===== config.mk =====
export PLATFORM = sky130hd
export DESIGN_NAME = pll_cfg_if
export DESIGN_NICKNAME = d
export VERILOG_FILES = /design/src/rtl/pll_cfg_pkg.sv /design/src/rtl/pll_cfg_regs.sv /design/src/rtl/pll_rate_engine.sv /design/src/rtl/pll_cfg_if.sv
export SDC_FILE = /design/constraint.sdc
export NUM_CORES = 1
export LEC_CHECK = 0
export CORE_ASPECT_RATIO = 1.5
export CORE_UTILIZATION = 40
export DETAILED_ROUTE_END_ITERATION = 16
export PLACE_DENSITY_LB_ADDON = 0.12
export SYNTH_ARGS = -nofsm -noshare
export SYNTH_HDL_FRONTEND = slang
export SYNTH_SLANG_ARGS = --single-unit

===== constraint.sdc =====
create_clock -name clk -period 4.15 [get_ports clk]
set_input_delay 0.6225 -clock clk [delete_from_list [all_inputs] [get_ports clk]]
set_output_delay 0.6225 -clock clk [all_outputs]
set_load 0.005 [all_outputs]

===== src/rtl/pll_cfg_pkg.sv =====
package pll_cfg_pkg;
  localparam int WORD_W  = 16;
  localparam int M_W     = 7;
  localparam int N_W     = 8;
  localparam int R_W     = 2;
  localparam int NFRA_W  = 7;
  localparam int FLD_W   = NFRA_W + 3 + R_W + M_W + N_W;

  typedef enum logic [1:0] {ENG_IDLE, ENG_DIV, ENG_MUL, ENG_FIN} eng_state_e;

  // Self-masked merge: upper half enables, lower half data.
  function automatic logic [WORD_W-1:0] masked_merge(input logic [WORD_W-1:0] cur,
                                                     input logic [31:0] wd);
    return (cur & ~wd[31:16]) | (wd[15:0] & wd[31:16]);
  endfunction

  // The bits whose change forces a new rate computation.
  function automatic logic [FLD_W-1:0] rate_fields(input logic [WORD_W-1:0] w0,
                                                   input logic [WORD_W-1:0] w1,
                                                   input logic [WORD_W-1:0] w2);
    return {w0[12:6], w0[4], w0[2], w0[1], w1[8:7], w2[14:0]};
  endfunction

  function automatic logic [6:0] modulus_of(input logic sel);
    return sel ? 7'd55 : 7'd91;
  endfunction
endpackage


===== src/rtl/pll_cfg_regs.sv =====
module pll_cfg_regs
  import pll_cfg_pkg::*;
(
  input  logic              clk,
  input  logic              rst_n,
  input  logic              wr,
  input  logic [3:0]        addr,
  input  logic [31:0]       wdata,
  output logic [WORD_W-1:0] w0_q,
  output logic [WORD_W-1:0] w1_q,
  output logic [WORD_W-1:0] w2_q,
  output logic [WORD_W-1:0] w0_nx,
  output logic [WORD_W-1:0] w1_nx,
  output logic [WORD_W-1:0] w2_nx,
  output logic              fields_chg,
  output logic [31:0]       rdata
);
  localparam int NWORDS = 3;

  logic [WORD_W-1:0] word_q  [NWORDS];
  logic [WORD_W-1:0] word_nx [NWORDS];
  logic              addr_ok;

  assign addr_ok = (addr[1:0] == 2'b00) && (addr[3:2] != 2'b11);

  for (genvar gi = 0; gi < NWORDS; gi++) begin : g_word
    always_comb begin
      word_nx[gi] = word_q[gi];
      if (wr && addr_ok && (addr[3:2] == 2'(gi)))
        word_nx[gi] = masked_merge(word_q[gi], wdata);
    end
    always_ff @(posedge clk or negedge rst_n) begin
      if (!rst_n) word_q[gi] <= '0;
      else        word_q[gi] <= word_nx[gi];
    end
  end

  assign w0_q  = word_q[0];
  assign w1_q  = word_q[1];
  assign w2_q  = word_q[2];
  assign w0_nx = word_nx[0];
  assign w1_nx = word_nx[1];
  assign w2_nx = word_nx[2];

  assign fields_chg = rate_fields(word_nx[0], word_nx[1], word_nx[2])
                   != rate_fields(word_q[0], word_q[1], word_q[2]);

  always_comb begin
    unique case (addr)
      4'h0:    rdata = {16'h0000, word_q[0]};
      4'h4:    rdata = {16'h0000, word_q[1]};
      4'h8:    rdata = {16'h0000, word_q[2]};
      default: rdata = 32'h0;
    endcase
  end
endmodule


===== src/rtl/pll_rate_engine.sv =====
module pll_rate_engine
  import pll_cfg_pkg::*;
#(
  parameter int REF_HZ = 27_000_000,
  parameter int RATE_W = 32
) (
  input  logic              clk,
  input  logic              rst_n,
  input  logic              start,
  input  logic [M_W:0]      m_dec,
  input  logic [N_W:0]      n_dec,
  input  logic [R_W-1:0]    r_sh,
  output logic              busy,
  output logic              done,
  output logic [RATE_W-1:0] result
);
  localparam int REM_W  = M_W + 2;
  localparam int PROD_W = RATE_W + N_W + 1;
  localparam int CNT_W  = $clog2(RATE_W + 1);
  localparam logic [RATE_W-1:0] SAT    = {{(RATE_W-1){1'b1}}, 1'b0};
  localparam logic [RATE_W-1:0] REF_V  = RATE_W'(REF_HZ);

  eng_state_e        st_q, st_nx;
  logic [CNT_W-1:0]  cnt_q, cnt_nx;
  logic [RATE_W-1:0] quot_q, quot_nx;
  logic [REM_W-1:0]  rem_q, rem_nx, rem_sh;
  logic [M_W:0]      dvs_q, dvs_nx;
  logic [N_W:0]      mul_q, mul_nx;
  logic [R_W-1:0]    sh_q, sh_nx;
  logic [PROD_W-1:0] acc_q, acc_nx, add_q, add_nx, shifted;
  logic [RATE_W-1:0] res_q, res_nx;

  always_comb begin
    st_nx   = st_q;
    cnt_nx  = cnt_q;
    quot_nx = quot_q;
    rem_nx  = rem_q;
    dvs_nx  = dvs_q;
    mul_nx  = mul_q;
    sh_nx   = sh_q;
    acc_nx  = acc_q;
    add_nx  = add_q;
    res_nx  = res_q;
    rem_sh  = {rem_q[REM_W-2:0], quot_q[RATE_W-1]};
    shifted = acc_q >> sh_q;
    if (start) begin
      st_nx   = ENG_DIV;
      cnt_nx  = '0;
      quot_nx = REF_V;
      rem_nx  = '0;
      dvs_nx  = m_dec;
      mul_nx  = n_dec;
      sh_nx   = r_sh;
      acc_nx  = '0;
    end else begin
      unique case (st_q)
        ENG_DIV: begin
          quot_nx = {quot_q[RATE_W-2:0], 1'b0};
          rem_nx  = rem_sh;
          if (rem_sh >= REM_W'(dvs_q)) begin
            rem_nx     = rem_sh - REM_W'(dvs_q);
            quot_nx[0] = 1'b1;
          end
          cnt_nx = cnt_q + 1'b1;
          if (cnt_q == CNT_W'(RATE_W - 1)) begin
            st_nx  = ENG_MUL;
            cnt_nx = '0;
            add_nx = PROD_W'(quot_nx);
          end
        end
        ENG_MUL: begin
          if (mul_q[0]) acc_nx = acc_q + add_q;
          add_nx = add_q << 1;
          mul_nx = mul_q >> 1;
          cnt_nx = cnt_q + 1'b1;
          if (cnt_q == CNT_W'(N_W)) st_nx = ENG_FIN;
        end
        ENG_FIN: begin
          res_nx = (shifted > PROD_W'(SAT)) ? SAT : shifted[RATE_W-1:0];
          st_nx  = ENG_IDLE;
        end
        default: ;
      endcase
    end
  end

  always_ff @(posedge clk or negedge rst_n) begin
    if (!rst_n) begin
      st_q   <= ENG_IDLE;
      cnt_q  <= '0;
      quot_q <= '0;
      rem_q  <= '0;
      dvs_q  <= '0;
      mul_q  <= '0;
      sh_q   <= '0;
      acc_q  <= '0;
      add_q  <= '0;
      res_q  <= REF_V;
    end else begin
      st_q   <= st_nx;
      cnt_q  <= cnt_nx;
      quot_q <= quot_nx;
      rem_q  <= rem_nx;
      dvs_q  <= dvs_nx;
      mul_q  <= mul_nx;
      sh_q   <= sh_nx;
      acc_q  <= acc_nx;
      add_q  <= add_nx;
      res_q  <= res_nx;
    end
  end

  assign busy   = (st_q != ENG_IDLE);
  assign done   = (st_q == ENG_FIN);
  assign result = res_q;
endmodule


===== src/rtl/pll_cfg_if.sv =====
module pll_cfg_if
  import pll_cfg_pkg::*;
#(
  parameter int REF_HZ = 27_000_000,
  parameter int RATE_W = 32
) (
  input  logic              clk,
  input  logic              rst_n,
  input  logic              reg_wr,
  input  logic [3:0]        reg_addr,
  input  logic [31:0]       reg_wdata,
  output logic [31:0]       reg_rdata,
  output logic              pll_enable,
  output logic              pll_bypass,
  output logic              frac_mode,
  output logic [6:0]        frac_modulus,
  output logic              phase_rot,
  output logic [6:0]        frac_value,
  output logic [1:0]        post_div,
  output logic [7:0]        fb_div_m,
  output logic [8:0]        fb_div_n,
  output logic              rate_busy,
  output logic [31:0]       rate_word
);
  localparam logic [RATE_W-1:0] FRAC_CODE = '1;

  logic [WORD_W-1:0] w0_q, w1_q, w2_q, w0_nx, w1_nx, w2_nx;
  logic              field_chg;
  logic              eng_done;
  logic [RATE_W-1:0] eng_result;
  logic [M_W:0]      m_start;
  logic [N_W:0]      n_start;

  pll_cfg_regs u_regs (
    .clk(clk), .rst_n(rst_n), .wr(reg_wr), .addr(reg_addr), .wdata(reg_wdata),
    .w0_q(w0_q), .w1_q(w1_q), .w2_q(w2_q),
    .w0_nx(w0_nx), .w1_nx(w1_nx), .w2_nx(w2_nx),
    .fields_chg(field_chg), .rdata(reg_rdata)
  );

  assign m_start = {1'b0, w2_nx[14:8]} + 1'b1;
  assign n_start = {1'b0, w2_nx[7:0]} + 1'b1;

  pll_rate_engine #(.REF_HZ(REF_HZ), .RATE_W(RATE_W)) u_eng (
    .clk(clk), .rst_n(rst_n), .start(field_chg),
    .m_dec(m_start), .n_dec(n_start), .r_sh(w1_nx[8:7]),
    .busy(rate_busy), .done(eng_done), .result(eng_result)
  );

  assign pll_enable   = w0_q[0];
  assign pll_bypass   = w0_q[15];
  assign frac_mode    = w0_q[1];
  assign frac_modulus = modulus_of(w0_q[2]);
  assign phase_rot    = w0_q[4];
  assign frac_value   = w0_q[12:6];
  assign post_div     = w1_q[8:7];
  assign fb_div_m     = {1'b0, w2_q[14:8]} + 1'b1;
  assign fb_div_n     = {1'b0, w2_q[7:0]} + 1'b1;

  assign rate_word = pll_bypass ? 32'(REF_HZ)
                   : frac_mode  ? 32'(FRAC_CODE)
                   : 32'(eng_result);
endmodule


## Word level (Yosys, flattened, before mapping)

Index checks and enable logic that the tools add are counted.

| word-level totals | value |
|---|---|
| output and inout port bits | 102 |
| word-level logic and storage cells | 96 |
| flip-flop bits (word level) | 229 |
| input bits | 39 |

| operators by class | value |
|---|---|
| add/sub/neg operators | 7 |
| equal/unequal tests | 14 |
| shifts and indexed selects | 1 |
| bitwise gates (word level) | 9 |
| reductions and logical operators | 19 |
| muxes and demuxes | 28 |
| magnitude comparators | 2 |

Operators by type and width:

| cell | number |
|---|---|
| 41-bit 2-to-1 mux | 4 |
| 32-bit 2-to-1 mux | 5 |
| 41-bit one-hot mux with 2 select lines | 1 |
| 16-bit AND | 4 |
| 16-bit bitwise OR | 3 |
| 16-bit one-hot mux with 3 select lines | 1 |
| 41-bit adder | 1 |
| 41-bit by 32-bit greater-than comparator with 1-bit output (second input constant) | 1 |
| 41-bit by 2-bit >> shifter with 41-bit output | 1 |
| 9-bit 2-to-1 mux | 3 |
| 27-bit != test | 1 |
| 8-bit 2-to-1 mux | 3 |
| 8-bit by 1-bit adder with 9-bit output (second input constant) | 2 |
| 7-bit by 1-bit adder with 8-bit output (second input constant) | 2 |
| 16-bit NOT | 1 |
| 15-bit 2-to-1 mux | 1 |
| 13-bit 2-to-1 mux | 1 |
| 6-bit 2-to-1 mux | 2 |
| 6-bit one-hot mux with 2 select lines | 1 |
| 2-bit nonzero test | 5 |
| 9-bit by 8-bit greater-or-equal comparator with 1-bit output | 1 |
| 8-bit subtractor | 1 |
| 7-bit 2-to-1 mux | 1 |
| 6-bit by 1-bit adder with 6-bit output (second input constant) | 1 |
| other kinds (20) | 33 |

## Longest topological paths before layout

Gate-level depths: netlist of the first run.

| depth | value |
|---|---|
| depth in word-level cells | 8 |
| mapped depth | 14 |
| depth with buffers taken out | 14 |

## By module

Synthesis of the first run repeated with hierarchy kept, for this count alone.

| unflattened totals | value |
|---|---|
| cells, all modules | 1515 |
| area total of the unflattened synthesis | 14594.0 um2 |

Modules (own cells, without submodules):

| module | cells an instance | area an instance (um2) | instances | seq. area each (um2) |
|---|---|---|---|---|
| pll_rate_engine | 1108 | 10961.8 | 1 | 4546.9 |
| pll_cfg_regs | 279 | 2901.5 | 1 | 1201.2 |
| pll_cfg_if | 128 | 730.7 | 1 | 0.0 |

## Worst setup path after synthesis of the first run

No wires, ideal clock.

| timing | value |
|---|---|
| kind | register to register |
| from | register u_eng.add_q[0] |
| to | register u_eng.acc_q[28] |
| stages on the path, launching flop included | 15 |
| buffers on the path | 0 |
| setup time | 0.082 ns |
| arrival | 3.014 ns |
| required time | 4.068 ns |
| slack | 1.054 ns |
| period minus slack after synthesis | 3.096 ns |
| cells stage by stage | dfrtp_1 -> ha_1 -> inv_1 -> fa_1 -> nor2b_1 -> o2111ai_1 -> a21oi_1 -> a211oi_1 -> o31a_1 -> or3_1 -> nor2b_1 -> o21ai_0 -> nand2_1 -> or3_1 -> a31oi_1 |

| between the ends | value |
|---|---|
| cells in the longest elaborated chain, start to end | 4 |

Ends and longest elaborated chain:

| item | line | RTL |
|---|---|---|
| start: declaration | pll_rate_engine.sv:30 | `logic [PROD_W-1:0] acc_q, acc_nx, add_q, add_nx, shifted;` |
| start signal: assignment | pll_rate_engine.sv:108 | `add_q <= add_nx;` |
| 41-bit adder | pll_rate_engine.sv:72 | `if (mul_q[0]) acc_nx = acc_q + add_q;` |
| 41-bit 2-to-1 mux | pll_rate_engine.sv:72 |  |
| 41-bit 2-to-1 mux | pll_rate_engine.sv:56 | `unique case (st_q)` |
| 41-bit 2-to-1 mux | pll_rate_engine.sv:46 | `if (start) begin` |
| end signal: assignment | pll_rate_engine.sv:107 | `acc_q <= acc_nx;` |
| end: declaration | pll_rate_engine.sv:30 |  |

Every way passes these cells. The select of a mux whose other input is x is not followed.
A chain may end at the register's enable or synchronous reset.

## Worst setup path after layout of the first run

| timing | value |
|---|---|
| from | register u_eng.add_q[4] |
| to | register u_eng.acc_q[39] |

Same word-level chain as after synthesis.

==> key figures, run 1 <==
Global route
  • First-pass GRT wire length: 63,400 um
  • Initial antenna violation count: 0
  • Pin count of the biggest net entering global routing: 116
  • GRT Total Usage: 0.218
  • Grt ovf: 0
  • Vias in the first global route: 11,600

Clocking
  • TritonCTS Buffers: 24
  • Clk buf depth: 3
  • CTS root buffer: clkbuf_16
  • Clk slew on worst S/H paths: 0.06 ns
  • # Post-CTS Setup Buffers: 0
  • CTS Sinks: 229
  • Htree depth: 1
  • Resize count post-CTS: 0
  • Post-CTS Hold Buffers: 0
  • CTS tree: yes
  • Clk_lat worst skew: 0.54 ns

Timing
  • Fin crit share: 0.848
  • Max-slew violation count: 0
  • Fin worst setup slack: 0.629 ns
  • Worst Tran Pin Value: 1.05 ns
  • Fin Hold WS: 0.131 ns
  • Clock skew: 0.0145 ns
  • Final hold violation count: 0
  • Setup TNS: 0 ns
  • Fin crit period: 3.52 ns
  • RSZ-0062 raised after global routing: false
  • Slew headroom: 0.298
  • Setup violators final: 0
  • Fmax: 284 MHz

Finish
  • Post-layout util: 0.470
  • Post-route cell area: 16,800 um2
  • Ant diodes: 0
  • Layout cells sized above 1: 0.0970
  • Layout fillers: 3,518
  • Area Growth Syn to Fin: 15.9%
  • Post-layout net count: 1,732

Yosys
  • Post-Synth Simple-Gate Area: 0.158
  • Most frequent cell after synthesis: nand2_1
  • Seq/Total Area, Yosys: 0.397
  • Yosys top cell area share: 0.371
  • Synthesized area: 14,500 um2
  • Synth area leaders: dfrtp_1 (37%), mux2i_1 (7.5%), nand2_1 (6.3%)
  • Ys async rst share: 1.00
  • Post-Synth Adder-Cell Area: 0.0529
  • Number of synthesized flops with an enable pin: 0
  • #FFs+latches synth: 229
  • Mux cell area share after synthesis: 0.144
  • Post-synth top cells: nand2_1 (242), dfrtp_1 (215), nor2_1 (128), mux2i_1 (109), a21oi_1 (93)
  • Yosys warning count: 0
  • Top_reg_cell synth: dfrtp_1
  • Mapped Avg Cell Area: 9.27 um2
  • Synth Area in Compound Gates: 0.147
  • Library cells used by synthesis: 64
  • Syn Inst Count: 1,563
  • Synth area leader: dfrtp_1
  • Xor and xnor area share after synthesis: 0.0478
  • Largest family of logic cells by synthesized area: simple AND/OR/NAND/NOR gates

Route
  • TritonRoute pass-1 iters: 5
  • Via density per instance: 5.44
  • Total Wirelength: 39,700 um
  • Post-route ant nets: 0
  • Via count: 11,600
  • Residual DRC: 0
  • Drt wl/cell: 18.6 um
  • DR iter-0 viols: 521

Die
  • Die area: 37,000 um2
  • Standard-cell rows: 85
  • Starting Density: 0.405
  • Chip Width: 157 um
  • Boundary Pins: 141
  • Die height: 235 um
  • Core footprint: 35,700 um2

Critical path
  • Critical Path RT: 4.55 ns
  • CP max FO: 5
  • Critical Path Start Type: flip-flop
  • Crit Reg-Reg Startpoint: u_eng.add_q[4]$_DFFE_PN0P_
  • End of the worst register-to-register path: u_eng.acc_q[39]$_DFFE_PN0P_
  • Crit end category: flip-flop
  • Kind of critical path: reg2reg
  • CP arrival: 3.92 ns
  • R2R Setup Slk: 0.63 ns
  • R2R depth: 13

Placement
  • Port Buffers: 121
  • Routability cong.: 0.912
  • Dpl cell area: 16,000 um2
  • Detailed Place HPWL: 29,300 um
  • Post-Place Setup Slack: 0.456 ns

Worst hold path
  • Hold WC Path Type: in2async

Power and ir drop
  • Pleak: 7.31 nW
  • Pint: 6.99 mW
  • VDD IR max: 0.000332 V
  • Clk network pwr share: 0.180
  • Comb pwr share: 0.497
  • Pwr dens: 714 nW/um2
  • Switching power: 5.01 mW
  • Reg power frac: 0.324
  • Sw Share: 0.417

Status
  • Status: finished, final reports clean

Flow run
  • Max cap viols: 0
## worst max path at each step
stage / slack [ns] / from / cells past startpoint / end
detailed placement: 0.46 / reg_addr[2] / 13 / u_eng.add_q[0]$_DFFE_PN0P_
finish: 0.63 / u_eng.add_q[4]$_DFFE_PN0P_ / 13 / u_eng.acc_q[39]$_DFFE_PN0P_
global route: 0.41 / u_eng.acc_q[4]$_DFFE_PN0P_ / 13 / u_eng.acc_q[39]$_DFFE_PN0P_
CTS: 0.60 / u_eng.acc_q[4]$_DFFE_PN0P_ / 13 / u_eng.acc_q[39]$_DFFE_PN0P_
global placement: 0.47 / reg_addr[2] / 12 / u_eng.add_q[0]$_DFFE_PN0P_
floorplan: 1.05 / u_eng.add_q[0]$_DFFE_PN0P_ / 14 / u_eng.acc_q[28]$_DFFE_PN0P_
## power by group through the flow
stage / sequential (mW) / combinational (mW) / clock [mW]
detailed placement: 3.92 / 5.99 / 0
finish: 3.88 / 5.96 / 2.16
global placement: 3.91 / 5.93 / 0
CTS: 3.88 / 6.02 / 2.23
global route: 4.00 / 6.63 / 2.32
floorplan: 3.52 / 4.51 / 0
## stage by stage
step	cells	power (mW)
finish	2128	12.0
global route	2128	13.0
CTS	2128	12.1
detailed placement	2085	9.91
global placement	2085	9.84
floorplan	1580	8.03
## area by class of cell
class	instances	area, um2	share of cell area
multi-input combinational	1188	8050	0.479
clock inverter	10	87.6	0.00522
sequential	229	5750	0.342
tap	478	598	0.0356
clock buffer	33	696	0.0414
inverter	42	158	0.00939
timing repair buffer	148	1460	0.0867
## sequential cells by signal, indices dropped and copies added, names as in the netlist, named ones only
name and flops:
u_eng.acc_q 41, u_eng.quot_q 32, u_eng.sh_q 2, u_eng.cnt_q 6, u_eng.dvs_q 8, u_regs.w0_q 10
u_eng.result 32, u_eng.rem_q 8, u_regs.w2_q 15, u_eng.st_q 2, u_regs.w1_q 2, u_eng.mul_q 9
u_eng.add_q 41
## layout by cell type, fill, tap and decap left out, drive strengths merged, types with 5 or more instances in the layout
cell type,instances
nor2,128
nand2b,9
o22ai,6
xnor2,41
clkbuf,33
conb,19
nand4,22
o211ai,6
o2111ai,5
clkinv,7
dfstp,14
o21bai,6
mux2,43
nor3,12
or3,22
a21o,34
nand2,243
mux4,22
inv,42
dfrtp,215
and3,6
o21ai,109
buf,28
a211oi,23
o22a,30
nand3,26
mux2i,110
ha,58
nand3b,7
a31oi,7
a21oi,93
xor2,38
clkdlybuf4s50,120
nor2b,13
o21a,5
## cells by family (layout without fill, tap and decap cells)
kind of cell,after synthesis,in the layout
buffers and inverters,163,233
multiplexers,175,175
XOR/XNOR,79,79
AO/OA/AOI/OAI,345,345
AND/OR/NAND/NOR,510,510
flip-flops,229,229
adder cells (fa/ha/maj),60,60
other,2,19
## routing by layer
metal / part of all wire / vias up / GRT usage
met1: 0.40 / 5615 / 0.252
li1: - / 5614 / -
met5: 0 / - / 0
met3: 0.039 / 90 / 0.0236
met2: 0.52 / 247 / 0.397
met4: 0.043 / 0 / 0.0980
## critical path: stages (launching register included)
cell	delay, ns
dfrtp_1	0.43
ha_1	0.39
a21o_1	0.21
a31oi_1	0.19
a21oi_1	0.15
o2111ai_1	0.33
a21oi_1	0.15
o21ai_0	0.39
o21ai_0	0.29
a211oi_1	0.28
buf_4	0.17
o21ai_0	0.12
mux2i_1	0.19
o211ai_1	0.10
Power figures use the tool's default switching activity.
==> run 2: changes to the inputs <==
==> constraint.sdc (replaced) <==
create_clock -name clk -period 3.3 [get_ports clk]
set_input_delay 0.495 -clock clk [delete_from_list [all_inputs] [get_ports clk]]
set_output_delay 0.495 -clock clk [all_outputs]
set_load 0.005 [all_outputs]
==> run 2 against run 1 <==
  * Clock skew is 0.0021 ns higher
  * Sequential power grew 22%
  * Largest cell class unchanged
  * Power is 35% higher
  * Critical endpoint is now u_eng.acc_q[28]$_DFFE_PN0P_
  * Largest power group unchanged
  * Critical path type unchanged
==> key figures, run 2 (synthesized netlist as in run 1, its figures left out) <==
Worst hold path
  • Hold WC Path Type: in2async

Timing
  • Fmax: 321 MHz (+13%)
  • Slew headroom: 0.328 (+0.0302)
  • Max-slew violation count: 0 (unchanged)
  • Setup violators final: 0 (unchanged)
  • Fin crit share: 0.944 (+0.0953)
  • Final hold violation count: 0 (unchanged)
  • Worst Tran Pin Value: 1.01 ns (-0.0454 ns)
  • Fin Hold WS: 0.475 ns (+0.344 ns)
  • Clock skew: 0.0167 ns (+0.00213 ns)
  • Fin worst setup slack: 0.186 ns (-0.443 ns)
  • Fin crit period: 3.11 ns (-0.407 ns)

Critical path
  • Cell family with most CP delay: compound AO/OA/AOI/OAI gates
  • Critical Path Start Type: flip-flop
  • Crit Reg-Reg Startpoint: u_eng.add_q[0]$_DFFE_PN0P_
  • Critical Path Max Stage Delay: 0.35 ns (-0.08 ns)
  • Crit end category: flip-flop
  • Crit path depth: 14 (+1)
  • Kind of critical path: reg2reg
  • CP max FO: 2 (-3)
  • Slowest CP cell: dfrtp_1
  • Critical Path RT: 3.75 ns (-0.80 ns)
  • R2R depth: 14 (+1)
  • Buf/Inv on CP: 1 (unchanged)
  • End of the worst register-to-register path: u_eng.acc_q[28]$_DFFE_PN0P_
  • CP Launch Point: u_eng.add_q[0]$_DFFE_PN0P_
  • CP Capture Point: u_eng.acc_q[28]$_DFFE_PN0P_
  • Critical path, cell by cell: ha_1, inv_1, fa_2, nor2b_2, o2111ai_2, a21oi_2, a211oi_1, o31a_1, or3_4, nor2b_1, o21ai_1, nand2_1, or3_1, a31oi_1
  • CP arrival: 3.57 ns (-0.35 ns)
  • R2R Setup Slk: 0.19 ns (-0.44 ns)

Clocking
  • Clk slew on worst S/H paths: 0.06 ns (about the same)
  • # Post-CTS Setup Buffers: 0 (unchanged)
  • CTS tree: yes
  • Clk buf depth: 3 (unchanged)
  • Clk_lat worst skew: 0.54 ns (about the same)
  • Htree depth: 1 (unchanged)
  • TritonCTS Buffers: 25 (+4.2%)
  • CTS Sinks: 229 (unchanged)
  • CTS root buffer: clkbuf_16

Die
  • Core footprint: 35,700 um2 (unchanged)
  • Starting Density: 0.405 (unchanged)
  • Standard-cell rows: 85 (unchanged)
  • Die height: 235 um (unchanged)
  • Chip Width: 157 um (unchanged)
  • Die area: 37,000 um2 (unchanged)
  • Boundary Pins: 141 (unchanged)

Route
  • Via count: 11,800 (+2.4%)
  • Residual DRC: 0 (unchanged)
  • Drt wl/cell: 18.3 um (-1.6%)
  • Via density per instance: 5.36 (-1.3%)
  • Total Wirelength: 40,500 um (+2.1%)
  • Post-route ant nets: 0 (unchanged)
  • DR iter-0 viols: 471 (-9.6%)
  • TritonRoute pass-1 iters: 5 (unchanged)

Finish
  • Ant diodes: 0 (unchanged)
  • Top Registers: u_eng.acc_q (41), u_eng.add_q (41)
  • Commonest non-fill, non-tap cell in the layout: nand2_1
  • Post-layout util: 0.493 (+0.0231)
  • Area Growth Syn to Fin: 21.6%
  • Post-layout net count: 1,811 (+4.6%)
  • Layout fillers: 3,464 (-1.5%)
  • Layout cells sized above 1: 0.144 (+0.0470)
  • Most frequent cells in the layout: nand2_1 (240), dfrtp_1 (214), nor2_1 (128), clkdlybuf4s50_1 (120), mux2i_1 (109)

Power and ir drop
  • Sw Share: 0.404 (-0.0135)
  • VDD IR max: 0.000528 V (+59%)
  • Clk network pwr share: 0.195 (+0.015)
  • Pint: 9.64 mW (+38%)
  • Comb pwr share: 0.513 (+0.016)
  • Reg power frac: 0.293 (-0.031)
  • Pleak: 7.78 nW (+6.4%)
  • Pwr dens: 918 nW/um2 (+28%)
  • Total power: 16.2 mW (+35%)
  • Switching power: 6.53 mW (+30%)

Status
  • Status: finished, final reports clean

Global route
  • Vias in the first global route: 12,000 (+3.6%)
  • Grt ovf: 0 (unchanged)
  • Pin count of the biggest net entering global routing: 82 (-29%)
  • GRT Total Usage: 0.222 (+0.00425)
  • Initial antenna violation count: 0 (unchanged)
  • First-pass GRT wire length: 64,500 um (+1.8%)

Placement
  • Port Buffers: 121 (unchanged)
  • Detailed Place HPWL: 30,800 um (+5.0%)
  • Routability cong.: 0.914 (+0.26%)
  • Post-Place Setup Slack: -0.0410 ns (-0.497 ns)

Flow run
  • Max cap viols: 0 (unchanged)
run 2: changes by cell type in the layout (fill, tap and decap cells not counted), moves of 2 or more:
cell	delta
buf_4	+72
buf_12	+5
bufinv_16	+5
clkinv_2	-3
o2111ai_1	-2
o2111ai_2	+2
o21ai_0	-2
run 2: final cells by class:
type                            count  area (um2)  share of cell area
Timing Repair Buffer              226        2110               0.120
Sequential cell                   229        5750               0.326
Multi-Input combinational cell   1188        8090               0.459
Inverter                           42         158             0.00895
Clock inverter                     13         230              0.0131
Clock buffer                       32         692              0.0393
Tap cell                          478         598              0.0339
run 2: how the worst min path moves through the flow:
| stage | to | depth (start not counted) | start |
|---|---|---|---|
| 2_1_floorplan | async pin | 0 | rst_n |
| 3_3_place_gp | async pin | 1 | rst_n |
| 3_5_place_dp | async pin | 1 | rst_n |
| 4_1_cts | async pin | 2 | rst_n |
| 5_1_grt | u_regs.w0_q[9]$_DFF_PN0_ | 2 | rst_n |
| 6_report | u_regs.w0_q[9]$_DFF_PN0_ | 2 | rst_n |
run 2: what timing repair did:
item / in CTS / in global routing
endpoints found under the hold margin: 60 / 0
setup endpoints to repair: 0 / 11
hold buffers: 1 / 0
gates resized for setup: 0 / 11
run 2: metrics by stage:
| stage | instance area, um2 | cells | TNS [ns] |
|---|---|---|---|
| 5_1_grt | 17600 | 2208 | -0.00396 |
| 4_1_cts | 17600 | 2208 | 0 |
| 6_report | 17600 | 2208 | 0 |
| 2_1_floorplan | 14600 | 1580 | 0 |
| 3_3_place_gp | 16600 | 2162 | -0.0790 |
| 3_5_place_dp | 16600 | 2162 | -0.511 |
run 2: power by group through the flow:
| stage | Clock, mW | Sequential [mW] | Combinational, mW |
|---|---|---|---|
| 6_report | 3.15 | 4.73 | 8.29 |
| 5_1_grt | 3.35 | 4.86 | 9.15 |
| 4_1_cts | 3.24 | 4.74 | 8.33 |
| 3_5_place_dp | 0 | 4.78 | 8.30 |
| 3_3_place_gp | 0 | 4.75 | 8.19 |
| 2_1_floorplan | 0 | 4.43 | 5.67 |
run 2: per-layer routing:
| layer | up-vias | track usage | part of all wire |
|---|---|---|---|
| li1 | 5768 | - | - |
| met1 | 5755 | 0.250 | 0.39 |
| met2 | 250 | 0.418 | 0.53 |
| met3 | 70 | 0.0221 | 0.038 |
| met4 | 0 | 0.0903 | 0.040 |
| met5 | - | 0 | 0 |
run 2: worst reg2reg max path: cells and delay by family (launching register included):
kind | cells | cell delay [ns]
AOI/OAI and AO/OA | 6 | 1.05
and+or+nand+nor | 5 | 1.04
adders and majority gates | 2 | 0.52
DFF | 1 | 0.35
buffers and inverters | 1 | 0.06
